File: src/rtl/xlt_pkg.sv
package xlt_pkg;
  localparam int ADDR_W = 32;
  localparam int OFF_W  = 12;
  localparam int IDX_W  = 10;
  localparam int PFN_W  = ADDR_W - OFF_W;

  typedef enum logic [2:0] {
    WS_IDLE  = 3'd0,
    WS_DREQ  = 3'd1,
    WS_DWAIT = 3'd2,
    WS_TREQ  = 3'd3,
    WS_TWAIT = 3'd4
  } walk_st_e;
endpackage

File: src/rtl/xlt_cache.sv
module xlt_cache
  import xlt_pkg::*;
#(
  parameter int ENTRIES = 32,
  parameter int TAG_W   = PFN_W,
  parameter int DATA_W  = PFN_W
) (
  input  logic              clk,
  input  logic              rst_n,
  input  logic [TAG_W-1:0]  lk_tag,
  output logic              lk_hit,
  output logic [DATA_W-1:0] lk_data,
  input  logic              flush,
  input  logic              fill_en,
  input  logic [TAG_W-1:0]  fill_tag,
  input  logic [DATA_W-1:0] fill_data
);
  localparam int PTR_W = (ENTRIES > 1) ? $clog2(ENTRIES) : 1;
  localparam logic [PTR_W-1:0] LAST = PTR_W'(ENTRIES - 1);

  logic [ENTRIES-1:0] vld_q, vld_d, hit_vec;
  logic [TAG_W-1:0]   tag_q [ENTRIES];
  logic [DATA_W-1:0]  dat_q [ENTRIES];
  logic [PTR_W-1:0]   rr_q, rr_d;
  logic               wr_go;

  // parallel tag compare, one comparator per slot
  for (genvar g = 0; g < ENTRIES; g++) begin : g_cmp
    assign hit_vec[g] = vld_q[g] && (tag_q[g] == lk_tag);
  end

  assign lk_hit = |hit_vec;

  always_comb begin
    lk_data = '0;
    for (int i = 0; i < ENTRIES; i++) begin
      if (hit_vec[i]) lk_data = lk_data | dat_q[i];
    end
  end

  assign wr_go = fill_en && !flush;

  // next state: flush wins over fill, pointer restarts at slot 0
  always_comb begin
    vld_d = vld_q;
    rr_d  = rr_q;
    if (flush) begin
      vld_d = '0;
      rr_d  = '0;
    end else if (fill_en) begin
      vld_d[rr_q] = 1'b1;
      rr_d        = (rr_q == LAST) ? '0 : rr_q + 1'b1;
    end
  end

  always_ff @(posedge clk or negedge rst_n) begin
    if (!rst_n) begin
      vld_q <= '0;
      rr_q  <= '0;
    end else begin
      vld_q <= vld_d;
      rr_q  <= rr_d;
    end
  end

  // payload storage, no reset, written only under its enable
  always_ff @(posedge clk) begin
    for (int i = 0; i < ENTRIES; i++) begin
      if (wr_go && (rr_q == PTR_W'(i))) begin
        tag_q[i] <= fill_tag;
        dat_q[i] <= fill_data;
      end
    end
  end

  AST_HIT_ONEHOT: assert property (@(posedge clk) disable iff (!rst_n)
    $onehot0(hit_vec));

  AST_FLUSH_CLEARS: assert property (@(posedge clk) disable iff (!rst_n)
    flush |=> (vld_q == '0));
endmodule

File: src/rtl/xlt_walker.sv
module xlt_walker
  import xlt_pkg::*;
(
  input  logic              clk,
  input  logic              rst_n,
  input  logic              start,
  input  logic [ADDR_W-1:0] start_la,
  input  logic [PFN_W-1:0]  dir_base,
  input  logic              flush_evt,
  output logic              busy,
  output logic              mem_req_valid,
  input  logic              mem_req_ready,
  output logic [ADDR_W-1:0] mem_req_addr,
  input  logic              mem_rsp_valid,
  input  logic [ADDR_W-1:0] mem_rsp_data,
  output logic              done,
  output logic              done_fault,
  output logic [ADDR_W-1:0] done_paddr,
  output logic              fill_en,
  output logic [PFN_W-1:0]  fill_tag,
  output logic [PFN_W-1:0]  fill_data
);
  walk_st_e          st_q, st_d;
  logic [ADDR_W-1:0] la_q;
  logic [PFN_W-1:0]  db_q;
  logic [PFN_W-1:0]  tb_q;
  logic              stale_q, stale_d;
  logic              ld_req, ld_tbl;
  logic              present;
  logic              attr_unused;

  assign present     = mem_rsp_data[0];
  assign attr_unused = ^mem_rsp_data[OFF_W-1:1];

  assign ld_req = (st_q == WS_IDLE) && start;
  assign ld_tbl = (st_q == WS_DWAIT) && mem_rsp_valid && present;

  always_comb begin
    st_d       = st_q;
    stale_d    = stale_q;
    done       = 1'b0;
    done_fault = 1'b0;
    fill_en    = 1'b0;
    case (st_q)
      WS_IDLE: begin
        if (start) begin
          st_d    = WS_DREQ;
          stale_d = 1'b0;
        end
      end
      WS_DREQ:  if (mem_req_ready) st_d = WS_DWAIT;
      WS_DWAIT: begin
        if (mem_rsp_valid) begin
          if (present) begin
            st_d = WS_TREQ;
          end else begin
            done       = 1'b1;
            done_fault = 1'b1;
            st_d       = WS_IDLE;
          end
        end
      end
      WS_TREQ:  if (mem_req_ready) st_d = WS_TWAIT;
      WS_TWAIT: begin
        if (mem_rsp_valid) begin
          done = 1'b1;
          st_d = WS_IDLE;
          if (present) fill_en = !stale_q && !flush_evt;
          else         done_fault = 1'b1;
        end
      end
      default: st_d = WS_IDLE;
    endcase
    if ((st_q != WS_IDLE) && flush_evt) stale_d = 1'b1;
  end

  always_ff @(posedge clk or negedge rst_n) begin
    if (!rst_n) begin
      st_q    <= WS_IDLE;
      stale_q <= 1'b0;
    end else begin
      st_q    <= st_d;
      stale_q <= stale_d;
    end
  end

  always_ff @(posedge clk) begin
    if (ld_req) begin
      la_q <= start_la;
      db_q <= dir_base;
    end
    if (ld_tbl) tb_q <= mem_rsp_data[ADDR_W-1:OFF_W];
  end

  assign busy          = (st_q != WS_IDLE);
  assign mem_req_valid = (st_q == WS_DREQ) || (st_q == WS_TREQ);

  always_comb begin
    mem_req_addr = '0;
    if (st_q == WS_DREQ)
      mem_req_addr = {db_q, la_q[ADDR_W-1:ADDR_W-IDX_W], 2'b00};
    else if (st_q == WS_TREQ)
      mem_req_addr = {tb_q, la_q[OFF_W+IDX_W-1:OFF_W], 2'b00};
  end

  assign done_paddr = done_fault ? '0 : {mem_rsp_data[ADDR_W-1:OFF_W], la_q[OFF_W-1:0]};
  assign fill_tag   = la_q[ADDR_W-1:OFF_W];
  assign fill_data  = mem_rsp_data[ADDR_W-1:OFF_W];

  AST_REQ_HOLD: assert property (@(posedge clk) disable iff (!rst_n)
    (mem_req_valid && !mem_req_ready) |=> (mem_req_valid && $stable(mem_req_addr)));

  AST_TBL_AFTER_DIR: assert property (@(posedge clk) disable iff (!rst_n)
    (st_q == WS_TREQ) |-> ($past(st_q) == WS_DWAIT || $past(st_q) == WS_TREQ));

  AST_DIR_FAULT_STOP: assert property (@(posedge clk) disable iff (!rst_n)
    (st_q == WS_DWAIT && mem_rsp_valid && !present) |=> !mem_req_valid);
endmodule

File: src/rtl/pgx_translate.sv
module pgx_translate
  import xlt_pkg::*;
#(
  parameter int ENTRIES = 32
) (
  input  logic              clk,
  input  logic              rst_n,
  input  logic              pg_en,
  input  logic              req_valid,
  output logic              req_ready,
  input  logic [ADDR_W-1:0] req_addr,
  output logic              rsp_valid,
  output logic [ADDR_W-1:0] rsp_paddr,
  output logic              rsp_fault,
  input  logic              dbr_we,
  input  logic [ADDR_W-1:0] dbr_wdata,
  output logic              mem_req_valid,
  input  logic              mem_req_ready,
  output logic [ADDR_W-1:0] mem_req_addr,
  input  logic              mem_rsp_valid,
  input  logic [ADDR_W-1:0] mem_rsp_data
);
  logic              rst_s0, rst_s1, rst_int_n;
  logic [PFN_W-1:0]  dbr_q;
  logic              dbr_unused;
  logic              accept, acc_byp, acc_hit, acc_miss;
  logic              c_hit;
  logic [PFN_W-1:0]  c_pfn;
  logic              wk_busy, wk_done, wk_fault, wk_fill;
  logic [ADDR_W-1:0] wk_paddr;
  logic [PFN_W-1:0]  wk_tag, wk_data;
  logic              rsp_ld;
  logic [ADDR_W-1:0] pa_d, pa_q;
  logic              flt_d, flt_q, rv_q;

  // reset: asserted asynchronously, released on the clock
  always_ff @(posedge clk or negedge rst_n) begin
    if (!rst_n) begin
      rst_s0 <= 1'b0;
      rst_s1 <= 1'b0;
    end else begin
      rst_s0 <= 1'b1;
      rst_s1 <= rst_s0;
    end
  end
  assign rst_int_n = rst_s1;

  assign dbr_unused = ^dbr_wdata[OFF_W-1:0];

  always_ff @(posedge clk or negedge rst_int_n) begin
    if (!rst_int_n)  dbr_q <= '0;
    else if (dbr_we) dbr_q <= dbr_wdata[ADDR_W-1:OFF_W];
  end

  assign req_ready = rst_int_n && !wk_busy && !dbr_we;
  assign accept    = req_valid && req_ready;
  assign acc_byp   = accept && !pg_en;
  assign acc_hit   = accept && pg_en && c_hit;
  assign acc_miss  = accept && pg_en && !c_hit;

  xlt_cache #(.ENTRIES(ENTRIES), .TAG_W(PFN_W), .DATA_W(PFN_W)) u_cache (
    .clk       (clk),
    .rst_n     (rst_int_n),
    .lk_tag    (req_addr[ADDR_W-1:OFF_W]),
    .lk_hit    (c_hit),
    .lk_data   (c_pfn),
    .flush     (dbr_we),
    .fill_en   (wk_fill),
    .fill_tag  (wk_tag),
    .fill_data (wk_data)
  );

  xlt_walker u_walk (
    .clk           (clk),
    .rst_n         (rst_int_n),
    .start         (acc_miss),
    .start_la      (req_addr),
    .dir_base      (dbr_q),
    .flush_evt     (dbr_we),
    .busy          (wk_busy),
    .mem_req_valid (mem_req_valid),
    .mem_req_ready (mem_req_ready),
    .mem_req_addr  (mem_req_addr),
    .mem_rsp_valid (mem_rsp_valid),
    .mem_rsp_data  (mem_rsp_data),
    .done          (wk_done),
    .done_fault    (wk_fault),
    .done_paddr    (wk_paddr),
    .fill_en       (wk_fill),
    .fill_tag      (wk_tag),
    .fill_data     (wk_data)
  );

  // response next state
  assign rsp_ld = acc_byp || acc_hit || wk_done;

  always_comb begin
    pa_d  = pa_q;
    flt_d = flt_q;
    if (acc_byp) begin
      pa_d  = req_addr;
      flt_d = 1'b0;
    end else if (acc_hit) begin
      pa_d  = {c_pfn, req_addr[OFF_W-1:0]};
      flt_d = 1'b0;
    end else if (wk_done) begin
      pa_d  = wk_paddr;
      flt_d = wk_fault;
    end
  end

  always_ff @(posedge clk or negedge rst_int_n) begin
    if (!rst_int_n) rv_q <= 1'b0;
    else            rv_q <= rsp_ld;
  end

  always_ff @(posedge clk) begin
    if (rsp_ld) begin
      pa_q  <= pa_d;
      flt_q <= flt_d;
    end
  end

  assign rsp_valid = rv_q;
  assign rsp_paddr = pa_q;
  assign rsp_fault = flt_q;

  AST_BYPASS_PASS: assert property (@(posedge clk) disable iff (!rst_int_n)
    acc_byp |=> (rsp_valid && !rsp_fault && rsp_paddr == $past(req_addr)));

  AST_HIT_NEXT: assert property (@(posedge clk) disable iff (!rst_int_n)
    acc_hit |=> (rsp_valid && !rsp_fault && !mem_req_valid));

  AST_FAULT_ZERO: assert property (@(posedge clk) disable iff (!rst_int_n)
    (rsp_valid && rsp_fault) |-> (rsp_paddr == '0));

  AST_BUSY_NOT_READY: assert property (@(posedge clk) disable iff (!rst_int_n)
    mem_req_valid |-> !req_ready);
endmodule

File: config.mk
export PLATFORM = sky130hd
export DESIGN_NAME = pgx_translate
export DESIGN_NICKNAME = d
export VERILOG_FILES = /design/src/rtl/xlt_pkg.sv /design/src/rtl/xlt_cache.sv /design/src/rtl/xlt_walker.sv /design/src/rtl/pgx_translate.sv
export SDC_FILE = /design/constraint.sdc
export NUM_CORES = 2
export LEC_CHECK = 0
export BUFFER_PORTS_ARGS = -buffer_cell sky130_fd_sc_hd__buf_2
export CORE_ASPECT_RATIO = 1.25
export CORE_MARGIN = 4
export CORE_UTILIZATION = 40
export DETAILED_ROUTE_END_ITERATION = 10
export GPL_ROUTABILITY_DRIVEN = 0
export MAX_ROUTING_LAYER = met4
export PLACE_DENSITY_LB_ADDON = 0.12
export SLEW_MARGIN = 0
export SYNTH_ARGS = -nofsm -noshare
export SYNTH_HDL_FRONTEND = slang
export SYNTH_SLANG_ARGS = --single-unit
File: constraint.sdc
create_clock -name clk -period 2.4 [get_ports clk]
set_input_delay 0 -clock clk [delete_from_list [all_inputs] [get_ports clk]]
set_output_delay 0 -clock clk [all_outputs]
set_load 0.05 [all_outputs]
* Yosys cells after proc, flatten, opt, wreduce, memory -nomap -nowiden
Memory sizes are Yosys's and may differ from the RTL's. Cells that the tools add are included.
Storage, ports and cells: register bits after elaboration 169, memory bits (writable) 1280, word-level logic and storage cells 597, memories kept 2
Cells by class: add/sub/neg operators 1, magnitude comparators 2, equal/unequal tests 72, mux-type cells 314, bitwise logic cells 32, reduce and logical (&&, ||, !) cells 161
Memories:
- u_cache.dat_q | words 32, width 20, rd ports 32, clocked after memory_dff 0, write ports 1, RTL line xlt_cache.sv:23 | logic [DATA_W-1:0] dat_q [ENTRIES];
- u_cache.tag_q | words 32, width 20, rd ports 32, clocked after memory_dff 0, write ports 1, RTL line xlt_cache.sv:22 | logic [TAG_W-1:0] tag_q [ENTRIES];
Operators with widths (count):
- two-way mux 20 bit | 94
- OR reduction 20 bit | 62
- equality test 20 bit | 32
- bitwise OR 20 bit | 31
- two-way mux 5 bit | 65
- two-way mux 32 bit | 8
- two-way mux 1 bit | 138
- equality test 5 bit (second input constant) | 16
- logical AND 1 bit | 78
- equality test 5 x 4 -> 1 bit (second input constant) | 8
- bitwise OR 32 bit | 1
- OR reduction 32 bit | 1
- equality test 5 x 3 -> 1 bit (second input constant) | 4
- two-way mux 3 bit | 5
- case mux 3 bit (5 select lines) | 1
- equality test 5 x 2 -> 1 bit (second input constant) | 2
- inequality test 2 bit (second input constant) | 4
- equality test 3 x 2 -> 1 bit (second input constant) | 2
- < comparator 5 x 6 -> 1 bit (second input constant) | 1
- nonzero test 2 bit | 3
- nonzero test 3 bit | 2
- adder 5 x 1 -> 5 bit (second input constant) | 1
- demux 1 bit (select 5 bit) | 1
- equality test 5 x 1 -> 1 bit (second input constant) | 1
- other kinds (13) | 21

* Logic depth before layout (Yosys ltp)
An unclocked memory read counts as a cell.
word-level depth 68, depth in mapped cells 14, mapped depth without buffers 9

* By module
From an unflattened synthesis, not the netlist that was laid out.
Second synthesis, totals: cell total of the unflattened synthesis 3864, area, all modules 59797.4 um^2
Modules (own cells, without submodules):
- xlt_cache | times used 1, cells an instance 3463, area each 53887.9 um^2, seq. area each 39362.8 um^2
- xlt_walker | times used 1, cells an instance 253, area each 3563.4 um^2, seq. area each 2262.2 um^2
- pgx_translate | times used 1, cells an instance 148, area each 2346.0 um^2, seq. area each 1566.5 um^2

* Worst setup path before layout
No wires, ideal clock.
path type flip-flop to flip-flop, from reg rst_s1 (netlist: rst_int_n), to reg flt_q (netlist: rsp_fault), enable pin, setup time 432 ps, data arrival time 4702 ps, required time 1968 ps, slack -2733 ps, cell stages (with the launch flop) 6, clock period less this slack 5133 ps, cells stage by stage dfrtp_1 > nor3b_1 > nand2_1 > a31oi_4 > buf_2 > o21bai_1
On the way: longest elaborated chain between the ends 8
Ends and longest elaborated chain:
- start, declared | RTL line pgx_translate.sv:23 | logic rst_s0, rst_s1, rst_int_n;
- start signal, assigned | RTL line pgx_translate.sv:43 | rst_s1 <= rst_s0;
- logical AND 1 bit (*) (2 in a row) | RTL line pgx_translate.sv:55 | assign req_ready = rst_int_n && !wk_busy && !dbr_we;
- net req_ready | RTL line pgx_translate.sv:10 | output logic req_ready,
- logical AND 1 bit (*) | RTL line pgx_translate.sv:56 | assign accept = req_valid && req_ready;
- logical AND 1 bit (2 in a row) | RTL line pgx_translate.sv:58 | assign acc_hit = accept && pg_en && c_hit;
- logical OR 1 bit (*) (2 in a row) | RTL line pgx_translate.sv:95 | assign rsp_ld = acc_byp || acc_hit || wk_done;
- net rsp_ld | RTL line pgx_translate.sv:32 | logic rsp_ld;
- AND reduction 2 bit (no source line) (*)
- end signal, assigned | RTL line pgx_translate.sv:120 | flt_q <= flt_d;
- end, declared | RTL line pgx_translate.sv:34 | logic flt_d, flt_q, rv_q;
Mark *: on every way through the listed nets, which the timed path passes. The rest lies on a longest branch. A chain may end at the register's enable or synchronous reset.

==> metrics.md <==
| Metric | Value |
|---|---|
| TritonCTS Buffers | `147` |
| Setup WS post-layout | `-637 ps` |
| TritonRoute pass-1 iters | `6` |
| Drt drc | `0` |
| Nets@finish | `between 4000 and 5000` |
| WHS Endpoint | `u_walk.la_q[21]$_DFFE_PP_` |
| FMAX | `approximately 330 MHz` |
| RSZ-0062 raised after global routing | `yes` |
| Final-report max-slew violation count | `0` |
| Wire per inst | `31.8 um` |
| Sequential area share after synthesis | `approximately three quarters` |
| Commonest non-fill, non-tap cells in the layout | `edfxtp_1, xor2_1, buf_4` |
| Worst skew pair latency | `780 ps` |
| Syn Area/Cell | `between 15 and 20 sq um` |
| Post-DP HPWL | `between 100000 and 150000 um` |
| Vias in the first global route | `roughly 34000` |
| Tot GR Track Use | `a little over a quarter` |
| Seq pwr share | `49.8%` |
| Worst setup skew after layout | `approximately 22 ps` |
| Row cnt | `153` |
| Largest net degree at the start of global routing | `42` |
| Worst slew margin relative to its limit | `between 30% and 40%` |
| Critical path type | `register to register` |
| Worst hold margin | `~30 ps` |
| Share of cells above drive strength 1 | `between 20% and 30%` |
| Final core area utilization | `51.5%` |
| HP Start | `req_addr[21]` |
| Vias/cell | `5.59` |
| Startpoint types | `register` |
| Post-synth EDFFs | `between 1000 and 1500` |
| Run status | `finished, violations left` |
| PortBufs | `around 150` |
| Htree depth | `4` |
| Yosys warns | `0` |
| Die ar. | `between 100000 and 150000 sq um` |
| CTS tree | `built` |
| P_int | `0.0431 W` |
| Initial DRC Count | `approximately 3300` |
| Switching Share | `23.4%` |
| Via count | `between 30000 and 40000` |
| Post-synthesis cell type count | `48` |
| Clock power frac | `around two fifths` |
| Fin crit period | `between 3000 and 4000 ps` |
| Area delta synth->final | `27.3%` |
| Switching power | `0.0132 W` |
| PD cells | `just under 800 nW/um^2` |
| Commonest non-fill, non-tap cell in the layout | `edfxtp_1` |
| Ys async rst share | `about 4.4%` |
| Grt total ovfl | `0` |
| Initial Utilization | `approximately two fifths` |
| Combinational power share | `under 10%` |
| Setup TNS | `-66210 ps` |
| Placed cells | `around 5600` |
| CTS Buffer Depth | `3` |
| WP data arrival | `3530 ps` |
| Hold Path Stages | `4` |
| Global-route wire length before repair | `about 270000 um` |
| Top_reg_cell synth | `edfxtp_1` |
| Clk pin slew, worst setup/hold paths | `60 ps` |
| Die Ht | `roughly 430 um` |
| Max-cap violations | `0` |
| I/O pin count | `~170` |
| Initial antenna violation count | `8` |
| Gate Count Post-Synth | `around 3300` |
| Worst R2R Start | `u_cache.tag_q[0][128]$_DFFE_PP_` |
| Tot Pwr | `~0.056 W` |
| Period utilization | `127%` |
| Layout Cells excl Fill | `~6000` |
| FF-to-FF End | `rsp_paddr[23]$_DFFE_PP_` |
| Mapped Area | `about 56000 sq um` |
| Final hold vios | `0` |
| Flop and latch count out of synthesis | `about 1400` |
| Worst ir drop on vdd | `0.000612 V` |
| Drt total wl | `191000 um` |
| CTS root buf | `clkbuf_16` |
| Clock sinks | `~1400` |
| Crit-path max FO | `5` |
| Die X | `~340 um` |
| Failing checks | `negative setup slack` |
| Worst slew pin tran | `between 900 and 1000 ps` |
| Class of the worst hold path | `primary input to register` |
| Endpoint class of the critical path | `register` |
| Final Setup Violations | `122` |
| Core footprint | `140000 sq um` |
| CP Data Required Time | `around 2900 ps` |
| Final ANT Viol Nets | `0` |
| R2R cell count | `12` |
| Pleak | `about 24 nW` |
| Flop2flop setup slack | `-640 ps` |
## power groups by stage
stage / sequential, W / clock, W / combinational [W]
final: 0.0280 / 0.0231 / 0.00519
after global routing: 0.0280 / 0.0245 / 0.00544
after CTS: 0.0280 / 0.0234 / 0.00517
after detailed placement: 0.0285 / 0 / 0.00473
after global placement: 0.0285 / 0 / 0.00468
after floorplan: 0.0288 / 0 / 0.00253
## stage by stage
stage,worst slack (ps),area (sq um)
floorplan,-457,56800
CTS,-605,71600
global placement,-1270,64700
global route,-703,71900
finish,-637,71900
detailed placement,-1310,64700
## synthesized netlist by cell type, drive strengths merged, types with 19 or more instances
master	n	area share, %
nand2	73	0.49
mux2	20	0.40
nand4	120	1.3
buf	104	1.3
mux2i	30	0.53
nand3	19	0.17
o211ai	19	0.34
edfxtp	1385	74
xnor2	265	4.1
xor2	374	5.8
dfrtp	64	2.8
clkbuf	68	0.45
o21ai	38	0.34
inv	28	0.19
nor4	105	1.2
a221oi	158	2.4
nor2	137	0.91
a22o	159	2.5
nor3	38	0.35
## registers in the layout, indices dropped and copies added (netlist names), 3 cells and up
name and count:
u_cache.dat_q 640, u_cache.tag_q 640, rsp_paddr 32, u_cache.vld_q 32, u_walk.la_q 32, dbr_q 20, u_walk.db_q 20, u_walk.tb_q 20
u_cache.rr_q 5, u_walk.st_q 3
## worst max-delay path, cell delays in order, from the launching register on
cell,delay [ps]
edfxtp_1,410
xor2_2,180
nor4_4,380
nand4_1,300
nor3_2,220
buf_4,170
nor4_2,60
and4_4,190
a31oi_4,200
buf_12,130
o21bai_4,160
buf_6,190
buf_16,150
## how the worst max path moves through the flow
stage	from	endpoint	slack, ps	cells after the start
after floorplan	u_cache.tag_q[1][312]$_DFFE_PP_	u_walk.db_q[0]$_DFFE_PP_	-460	8
after global placement	req_addr[31]	rsp_paddr[1]$_DFFE_PP_	-1270	13
after detailed placement	req_addr[31]	rsp_paddr[7]$_DFFE_PP_	-1310	13
after CTS	u_cache.tag_q[0][49]$_DFFE_PP_	rsp_paddr[23]$_DFFE_PP_	-600	13
after global routing	u_cache.tag_q[0][46]$_DFFE_PP_	rsp_fault$_SDFFCE_PP0P_	-700	13
final	u_cache.tag_q[0][128]$_DFFE_PP_	rsp_paddr[23]$_DFFE_PP_	-640	12
## final cells by class
class / count / area (sq um)
timing repair buffer: 797 / 8190
clock buffer: 196 / 4070
sequential: 1449 / 43200
clock inverter: 69 / 717
inverter: 28 / 109
fill: 11400 / 67800
antenna: 5 / 12.5
multi-input combinational: 1607 / 13300
tap: 1860 / 2330
## kinds of logic after synthesis
logic type | after synthesis | share of synthesized area, %
flops | 1449 | 76.5
buf+inv | 200 | 1.93
mux | 50 | 0.930
compound gates | 394 | 5.87
fa+ha+maj | 7 | 0.151
other cells | 2 | 0.0133
simple gates | 514 | 4.74
xor+xnor | 639 | 9.91
## routing by layer
layer | share of wire (%) | GRT usage [%] | vias up | routed length (um)
li1 | - | - | 14200 | -
met2 | 52 | 45.4 | 1242 | 99300
met5 | 0 | - | - | 0
met3 | 5.1 | 3.08 | 306 | 9810
met4 | 3.4 | 8.17 | 0 | 6510
met1 | 39 | 32.9 | 17800 | 75500
## what timing repair did
item	CTS	global route
pin swaps	47	12
hold buffers	131	0
setup endpoints to repair	143	315
endpoints found under the hold margin	774	0
buffers inserted	16	5
resized for setup	90	51
gates cloned	5	6
(Power assumes the default switching activity.)
